$ cat config.mk
export PLATFORM = sky130hd
export DESIGN_NAME = key_bus_router
export DESIGN_NICKNAME = d
export VERILOG_FILES = /design/src/rtl/key_bus_router.sv
export SDC_FILE = /design/constraint.sdc
export NUM_CORES = 1
export LEC_CHECK = 0
export BUFFER_PORTS_ARGS = -buffer_cell sky130_fd_sc_hd__buf_2
export CAP_MARGIN = 20
export CORE_ASPECT_RATIO = 1.25
export CORE_MARGIN = 2
export CORE_UTILIZATION = 47
export DETAILED_ROUTE_END_ITERATION = 10
export GPL_TIMING_DRIVEN = 0
export PLACE_DENSITY = 0.88
export SETUP_SLACK_MARGIN = 0.15
export SYNTH_ARGS = -nofsm -noshare
export SYNTH_HDL_FRONTEND = slang
export SYNTH_SLANG_ARGS = --single-unit
$ cat constraint.sdc
create_clock -name clk -period 3.3 [get_ports clk]
set_input_delay 0 -clock clk [delete_from_list [all_inputs] [get_ports clk]]
set_output_delay 0 -clock clk [all_outputs]
set_load 0.05 [all_outputs]
$ cat src/rtl/key_bus_router.sv
module key_bus_router #(
  parameter int DW = 8,
  parameter int AW = 16,
  parameter int NU = 2,
  parameter int CW = 8
) (
  input  logic          clk,
  input  logic          rst_n,
  input  logic          cyc_fetch,
  input  logic          cyc_rd,
  input  logic          cyc_wr,
  input  logic [AW-1:0] addr,
  input  logic          tag_bit,
  input  logic [DW-1:0] main_rdata,
  input  logic [DW-1:0] key_rdata,
  input  logic [DW-1:0] shadow_wdata,
  output logic [DW-1:0] shadow_rdata,
  output logic [DW-1:0] key_wdata,
  output logic          key_we,
  input  logic [AW-1:0] stk_base,
  input  logic [AW-1:0] stk_limit,
  input  logic [NU-1:0] unit_done,
  input  logic [CW-1:0] max_wait,
  output logic          host_ready,
  input  logic          alu_valid,
  input  logic          alu_addsub,
  input  logic          alu_tag_a,
  input  logic          alu_tag_b,
  output logic          invalid_op
);

  logic [NU-1:0] seen;
  logic [CW-1:0] wcnt;
  logic          in_stack, all_done, timed_out, bad_op;

  assign in_stack     = (addr >= stk_base) && (addr <= stk_limit);
  assign shadow_rdata = (!cyc_fetch && cyc_rd && tag_bit) ? key_rdata : main_rdata;
  assign key_we       = !cyc_fetch && cyc_wr && (tag_bit || in_stack);
  assign key_wdata    = shadow_wdata;

  assign all_done   = &(seen | unit_done);
  assign timed_out  = wcnt >= max_wait;
  assign host_ready = !cyc_fetch || all_done || timed_out;

  assign bad_op = alu_valid &&
                  ((!alu_addsub && (alu_tag_a || alu_tag_b)) || (alu_tag_a && alu_tag_b));

  always_ff @(posedge clk) begin
    if (!rst_n) begin
      seen       <= '0;
      wcnt       <= '0;
      invalid_op <= 1'b0;
    end else begin
      invalid_op <= bad_op;
      if (cyc_fetch && host_ready) begin
        seen <= '0;
        wcnt <= '0;
      end else begin
        seen <= seen | unit_done;
        if (cyc_fetch) wcnt <= wcnt + 1'b1;
      end
    end
  end

  p_fetch_no_key_write_r1: assert property (@(posedge clk) disable iff (!rst_n)
    cyc_fetch |-> !key_we);
  p_ready_outside_fetch_r5: assert property (@(posedge clk) disable iff (!rst_n)
    !cyc_fetch |-> host_ready);
  p_release_clears_r5: assert property (@(posedge clk) disable iff (!rst_n)
    (cyc_fetch && host_ready) |=> (wcnt == '0) && (seen == '0));
  p_wait_counts_r6: assert property (@(posedge clk) disable iff (!rst_n)
    (cyc_fetch && !host_ready) |=> (wcnt == $past(wcnt) + 1'b1));
  p_invalid_needs_op_r7: assert property (@(posedge clk) disable iff (!rst_n)
    $rose(invalid_op) |-> $past(alu_valid));
  p_no_write_without_wr_r4: assert property (@(posedge clk) disable iff (!rst_n)
    !cyc_wr |-> !key_we);

endmodule

==> results of run 1 <==
==> final timing paths <==
path | to | cells past startpoint | from
setup / recovery | host_ready | 8 | wcnt[0]
hold / removal | invalid_op | 2 | rst_n
setup reg to reg | wcnt[6] | 8 | wcnt[0]
hold reg to reg | seen[1] | 2 | seen[1]
==> layout make-up <==
cell class | instances | area, um2 | share of cell area (%)
plain buffers | 12 | 85.08 | 3.656
clock buffers | 4 | 45.04 | 1.935
inverters | 41 | 153.9 | 6.613
multi-input cells | 148 | 1259 | 54.09
flip-flops and latches | 11 | 220.2 | 9.462
well taps | 39 | 48.80 | 2.097
repair buffers | 102 | 515.5 | 22.15
==> metal layers <==
metal	vias up	GRT usage, %	share of wire [%]
met1	839	21.48	37
li1	945	-	-
met4	0	6.202	1.9
met5	-	0	0
met2	82	44.07	54
met3	11	3.069	6.7
==> synth_stat cells (5+ instances only) <==
cell     count
a21oi_1     10
nand4_1      8
nor2_1       6
a21oi_2      8
ha_1        41
inv_1       41
xnor2_1      6
nand2_1     14
dfxtp_1     11
buf_4        8
nand3_1      8
mux2_2       8
o21ai_0      5
a21o_1       6
==> placed cells by master (no fill, tap or decap), types with 2 or more instances in the layout <==
cell	n
nand3_1	8
a21oi_2	8
o31ai_2	2
buf_4	8
dfxtp_1	11
buf_2	103
nand2b_1	4
nand4_1	8
o21ai_0	5
nand2_1	14
nor2_1	6
and3_1	2
inv_1	41
a21o_1	6
xnor2_1	6
a21oi_1	10
nand3b_1	4
ha_1	41
clkbuf_1	2
mux2_2	8
clkbuf_8	3
==> registers in the layout, summed over array words and instances (netlist names) <==
| register | flops |
|---|---|
| seen | 2 |
| invalid_op | 1 |
| wcnt | 8 |
==> where the power goes <==
part           switching, mW  internal, mW
sequential           0.00228         0.136
combinational          0.147         0.109
clock                 0.0515        0.0849
==> logic make-up after synthesis <==
group,Yosys count
muxes,8
xor gates and xnor gates,6
buffers and inverters,53
DFF,11
AOI/OAI and AO/OA,41
adders and majority gates,42
and+or+nand+nor,51
==> per-stage QoR <==
step           setup slack, ps  cell area, um2  utilization [%]
3_5_place_dp              1447            2272            65.23
5_1_grt                   1069            2327            66.81
2_1_floorplan             1580            1718                -
6_report                  1189            2327            66.81
4_1_cts                   1187            2327            66.81
3_3_place_gp              1508            2272            65.23
==> critical path, cell delays in order, from the launching register on <==
cell and delay, ps:
dfxtp_1 430, inv_1 90, ha_1 270, nand2b_1 90, a21o_1 130, a211oi_2 70, o31ai_2 280, buf_6 220
buf_2 280
==> results.cfg, run 1 <==
[logic_synthesis]
avgSynthCellArea_um2 = 8.103
synth.area.top_cells = ha_1, dfxtp_1, inv_1, mux2_2, a21oi_2
synth_edf_count = 0
syn_inst = 212
synth_mux_area_share_pct = 5.244
ys.flop_type = dfxtp_1
yosys_warnings = 0
synth_top_area_share_pct = 29.86
yosysSeqAreaShare_pct = 12.82
synthesis.area_um2 = 1718
syn-num-nets = 345
synth_top_family_by_area = adder cells
synth_xor_area_share_pct = 3.059
synth_compound_area_share_pct = 18.72
synth-seq-cells = 11
synth-adder-area-share_pct = 30.44
ys_types = 37
synthArstFlopShare_pct = 0
synthSimpleGateAreaFrac_pct = 15.80
yosysTopAreaCell = ha_1

[detailed_routing]
first_pass_iters = 4
via_per_inst = 5.258
wl_mm = 4.532
drtAntennaViolNets = 0
num_vias = 1877
wire_per_inst_um = 12.69
drt-initial-drc-count = 65
drc_errors = 0

[global_routing]
grt_max_degree = 11
grt_first_pass_wirelength_mm = 7.162
grt_pass1_vias = 1828
grtUsageTotal_pct = 21.53
antenna_found_initial = 0
grt_overflow = 0

[sta]
skew_ps = 1.398
rsz0062_at_grt = no
worstMarginPinSlew_ps = 534.2
hold_violations = 0
period_share_pct = 63.97
fin_setup_tns_ps = 0
setup_viol = 0
max_freq_mhz = 473.7
fin_crit_ps = 2111
hold_slack_ps = 46.84
slew_viol_final = 0
relSlewSlack_pct = 63.47

[worst_setup_path]
worstSetupEndpointType = primary output
worst-r2r-setup-slack_ps = 1490
required_ps = 3300
worstPathMaxFanout = 10
critPathLaunchType = flip-flop
path_class = flip-flop to primary output
cp.arrival_ps = 2110

[clock_network]
insertion_delay_ps = 240
cts_tree = done
cts_made_buffers = 3
root_buffer = clkbuf_8
h-tree-depth = 1
clock_sinks = 11
postCtsSetupRepairBufs = 0
ctsHoldBuffers = 1
cts-resized-gates = 0
cts.reportedPaths.clkPinSlew_ps = 50
cts_buffer_depth = 2

[placed_design]
dp_cells = 352
port_buffers = 101
gp_congestion = 0.8143
hpwl_mm = 3.870

[floorplanning]
die_h_um = 71.60
num_rows = 24
die_x_um = 58.08
die-area_um2 = 4158
core-area_um2 = 3483
num_io_pins = 111
initial_core_util_pct = 49.32

[outcome]
outcome = completed

[layout]
nets = 452
fillers = 281
instances_no_fill = 357
diodes = 0
syn_to_final_growth_pct = 35.47
drive_gt1_share_pct = 43.71

[pwr]
p_per_area_nw_per_um2 = 228.1
p_total_uw = 530.9
p_leak_nw = 1.346
max-vdd-ir-drop_mv = 0.3027

[min_path]
holdCritPathClass = input pin to flip-flop

[run]
drv_cap = 0
No activity file was read; power rests on OpenSTA's default activity.
==> run 2: changes to the inputs <==
- ABC_AREA: unset -> 1
- CORE_UTILIZATION: 47 -> 39
- PLACE_DENSITY: 0.88 -> 0.78
- clock period: 3.3 -> 1.9 ns (I/O delays scaled with it)
==> results.cfg, run 2 <==
[outcome]
outcome = completed

[worst_setup_path]
required_ps = 1900
crit_top_cell = nand4_1
r2r_start = wcnt[6]
cp.arrival_ps = 1530
worstSetupEndpointType = primary output
cp_cell_sequence = ha_1, nand2_1, nor2_1, nand4_1, nand4_1, buf_2
critPathBufInv = 1
cpPeakStageDelay_ps = 340
reg2reg_to = seen[1]
critPathTopFamily = simple AND/OR/NAND/NOR gates
worst-r2r-setup-slack_ps = 480
worstPathMaxFanout = 3
slowest_stage = dfxtp_2
r2r_cells = 8
path_class = flip-flop to primary output
critPathLaunchType = flip-flop

[clock_network]
insertion_delay_ps = 240
postCtsSetupRepairBufs = 0
h-tree-depth = 1
cts_tree = done
cts_buffer_depth = 2
clock_sinks = 11
root_buffer = clkbuf_8
cts_made_buffers = 3
cts.reportedPaths.clkPinSlew_ps = 50

[sta]
period_share_pct = 80.27
skew_ps = 1.851
max_freq_mhz = 655.7
fin_crit_ps = 1525
relSlewSlack_pct = 82.76
fin_setup_tns_ps = 0
hold_slack_ps = 6.870
worstMarginPinSlew_ps = 260.3
setup_viol = 0
hold_violations = 0
rsz0062_at_grt = no
slew_viol_final = 0

[detailed_routing]
drt-initial-drc-count = 41
num_vias = 1850
drtAntennaViolNets = 0
drc_errors = 0
via_per_inst = 4.557
wire_per_inst_um = 10.11
first_pass_iters = 2
wl_mm = 4.104

[global_routing]
grt_max_degree = 11
grt_first_pass_wirelength_mm = 7.038
grt_pass1_vias = 1862
antenna_found_initial = 0
grtUsageTotal_pct = 17.57
grt_overflow = 0

[min_path]
hp-start = unit_done[0]
holdCritPathClass = input pin to flip-flop
whs_endpoint = seen[0]
holdPathStages = 3

[layout]
fillers = 421
multi_input_area_um2 = 1281
diodes = 0
seq_area_um2 = 232.7
syn_to_final_growth_pct = 44.30
drive_gt1_share_pct = 41.14
final_cell_mix = buf_2, inv_1, nand2_1
reg_top3 = wcnt x8, seen x2, invalid_op x1
nets = 484
final_common_cell = buf_2
largest_register_ffs = 8
fin_area_um2 = 2421
top_register = wcnt

[logic_synthesis]
ys_types = 24
yosysTopAreaCell = ha_1
synth_compound_area_share_pct = 8.799
yosys_warnings = 0
yosysSeqAreaShare_pct = 13.12
synth.area.top_cells = ha_1, dfxtp_1, inv_1, nand2_1, a21oi_1
synthSimpleGateAreaFrac_pct = 23.56
synth_commonest_cells = inv_1, nand2_1, ha_1
synth_top_area_share_pct = 30.57
syn-num-nets = 375
synthesis.area_um2 = 1678
synth_top_family_by_area = adder cells
syn_inst = 242
synth_xor_area_share_pct = 3.132
yosysMostFrequentCell = inv_1
synthArstFlopShare_pct = 0
synth-seq-cells = 11
avgSynthCellArea_um2 = 6.933
synth_mux_area_share_pct = 5.369
ys.flop_type = dfxtp_1
synth_edf_count = 0
synth-adder-area-share_pct = 30.57

[placed_design]
placed_area_um2 = 2356
gp_congestion = 0.7960
port_buffers = 102
hpwl_mm = 3.801

[floorplanning]
num_rows = 26
die-area_um2 = 4846
core-area_um2 = 4099
die_x_um = 62.67
initial_core_util_pct = 40.93
die_h_um = 77.34
num_io_pins = 111

[pwr]
p_leak_nw = 1.463
p_per_area_nw_per_um2 = 380.8
max-vdd-ir-drop_mv = 0.4724

[run]
drv_cap = 0
==> run 2: repair_timing <==
item | 4_1_cts | 5_1_grt
gates resized for setup | 0 | 0
hold buffers | 2 | 0
endpoints found under the hold margin | 1 | 0
==> run 2: worst register-to-register path, cell delays in order (launching register included) <==
cell and delay, ps:
dfxtp_2 340, ha_1 270, nand2_1 70, nor2_1 150, nand4_1 100, nand4_1 110, nand2_1 90, nand2_4 150
nor2_1 50
==> run 2: per-stage QoR <==
stage	utilization, %	setup slack [ps]	total power [mW]	cells
finish	59.07	374.8	0.9218	406
global route	59.07	262.3	0.9990	406
CTS	59.07	351.3	0.9336	406
detailed placement	57.48	460.9	0.6962	400
global placement	57.48	449.0	0.6836	400
floorplan	-	24.75	0.5381	242
==> run 2: metal layers <==
metal / vias to the layer above / share of wire, % / track usage [%]
met5: - / 0 / 0
met4: 0 / 2.1 / 6.444
met3: 9 / 6.6 / 2.464
met2: 69 / 55 / 36.67
met1: 791 / 36 / 16.88
li1: 981 / - / -
==> run 2: worst max-delay path by stage <==
stage          startpoint         end  slack [ps]  cells past startpoint
2_1_floorplan     wcnt[3]     wcnt[0]          20                      8
3_5_place_dp      wcnt[6]     seen[1]         460                      8
3_3_place_gp      wcnt[6]     wcnt[2]         450                      8
4_1_cts           wcnt[6]  host_ready         350                      6
5_1_grt           wcnt[6]  host_ready         260                      6
6_report          wcnt[6]  host_ready         370                      6
==> run 2: final cells by class <==
| class | instances | area share, % |
|---|---|---|
| multi-input combinational | 170 | 52.92 |
| timing repair buffer | 104 | 21.91 |
| sequential | 11 | 9.612 |
| inverter | 53 | 8.320 |
| tap | 56 | 2.894 |
| buffer | 8 | 2.481 |
| clock buffer | 4 | 1.860 |
==> run 2: logic make-up after synthesis <==
group                      after synthesis
DFF                                     11
AOI/OAI and AO/OA                       27
buffers and inverters                   61
and+or+nand+nor                         88
xor gates and xnor gates                 6
muxes                                    8
adders and majority gates               41
==> run 2: power breakdown <==
group	internal, mW	switching (mW)
sequential	0.235	0.00402
clock	0.147	0.0854
combinational	0.191	0.259
total	0.573	0.349
==> run 3: changes to the inputs <==
- clock period: 1.9 -> 1.2 ns (I/O delays scaled with it)
==> results.cfg, run 3 (synthesized netlist as in run 2, its figures left out) <==
[outcome]
outcome = finished, violations left
violations = setup timing

[layout]
drive_gt1_share_pct = 59.15
reg_top3 = wcnt x8, seen x2, invalid_op x1
final_common_cell = buf_2
final_cell_mix = buf_2, nand2_1, inv_1
fin_area_um2 = 2994
nets = 489
diodes = 0
top_register = wcnt
largest_register_ffs = 8
syn_to_final_growth_pct = 78.45

[worst_setup_path]
required_ps = 1200
cp_cell_sequence = ha_4, nand2_4, nor2_4, nand4_1, nand4_1, buf_6
r2r_start = wcnt[4]
path_class = flip-flop to primary output
critPathLaunchType = flip-flop
crit_start = wcnt[4]
slowest_stage = dfxtp_4
crit_top_cell = nand4_1
cpPeakStageDelay_ps = 360
worstSetupEndpointType = primary output
critPathTopFamily = simple AND/OR/NAND/NOR gates
cp.arrival_ps = 1460
critPathBufInv = 1
worstPathMaxFanout = 4

[detailed_routing]
drtAntennaViolNets = 0
drt-initial-drc-count = 49
first_pass_iters = 4
via_per_inst = 4.701
drc_errors = 0
wire_per_inst_um = 12.03
wl_mm = 4.944
num_vias = 1932

[sta]
fin_crit_ps = 1457
worstMarginPinSlew_ps = 256.1
skew_ps = 1.934
relSlewSlack_pct = 83.04
final.setup.worst_slack_ps = -257.3
hold_violations = 0
setup_viol = 12
rsz0062_at_grt = yes
hold_slack_ps = 16.55
fin_setup_tns_ps = -2729
period_share_pct = 121.4
max_freq_mhz = 686.2
slew_viol_final = 0

[floorplanning]
core-area_um2 = 4099
die-area_um2 = 4846
die_x_um = 62.67
initial_core_util_pct = 40.93
num_rows = 26
die_h_um = 77.34
num_io_pins = 111

[clock_network]
cts_buffer_depth = 2
h-tree-depth = 1
insertion_delay_ps = 240
cts_made_buffers = 3
clock_sinks = 11
cts_tree = done
root_buffer = clkbuf_8
cts.reportedPaths.clkPinSlew_ps = 50

[pwr]
p_total_mw = 1.696
p_per_area_nw_per_um2 = 566.3
p_leak_nw = 1.534
max-vdd-ir-drop_mv = 0.6369

[global_routing]
grtUsageTotal_pct = 20.77
grt_overflow = 0
antenna_found_initial = 0
grt_first_pass_wirelength_mm = 8.349
grt_max_degree = 9
grt_pass1_vias = 2045

[placed_design]
hpwl_mm = 3.678
placed_area_um2 = 2531
gp_congestion = 0.7632
port_buffers = 102

[min_path]
hp-start = unit_done[1]
holdCritPathClass = input pin to flip-flop

[run]
drv_cap = 0
==> run 3: cell type report <==
cell class / count / area (um2)
buffer: 8 / 60.06
clock buffer: 4 / 45.04
fill: 320 / 1105
inverter: 53 / 229.0
multi-input combinational: 171 / 1704
sequential: 11 / 242.7
tap: 56 / 70.07
timing repair buffer: 108 / 643.1
==> run 3: repair_timing <==
item | 4_1_cts | 5_1_grt
buffers inserted | 4 | 0
hold buffers | 2 | 0
resized for setup | 57 | 12
pin swaps | 38 | 8
gates cloned | 1 | 0
setup endpoints to repair | 12 | 20
hold endpoints to repair | 1 | 0
==> run 3: per-stage QoR <==
| stage | cells | util [%] | setup slack, ps |
|---|---|---|---|
| after floorplan | 242 | - | -675.2 |
| after global placement | 400 | 61.75 | -241.8 |
| after detailed placement | 400 | 61.75 | -280.6 |
| after CTS | 411 | 71.76 | -255.8 |
| after global routing | 411 | 73.05 | -330.3 |
| final | 411 | 73.05 | -257.3 |
==> run 3: final timing paths <==
| check | end | slack (ps) | depth (start not counted) |
|---|---|---|---|
| min | seen[1] | 20 | 3 |
| min reg2reg | seen[0] | 500 | 2 |
| max | host_ready | -260 | 6 |
| max reg2reg | wcnt[3] | -250 | 8 |
==> run 3: power breakdown <==
part / internal [mW] / switching, mW / total, mW
sequential: 0.365 / 0.00642 / 0.372
combinational: 0.428 / 0.518 / 0.947
clock: 0.234 / 0.144 / 0.377
total: 1.03 / 0.668 / 1.70
==> run 3: routing by layer <==
layer | GRT usage [%] | part of all wire, % | vias to the layer above
met4 | 5.111 | 1.2 | 0
li1 | - | - | 994
met3 | 1.739 | 4.7 | 9
met2 | 43.44 | 57 | 72
met1 | 21.59 | 38 | 857
met5 | 0 | 0 | -
==> run 3: worst register-to-register path, stage by stage (launching register included) <==
cell and delay, ps:
dfxtp_4 360, ha_4 270, nand2_4 50, nor2_4 100
nand4_1 80, nand4_1 160, nand2_2 130, nand2_4 130
nor2_1 50
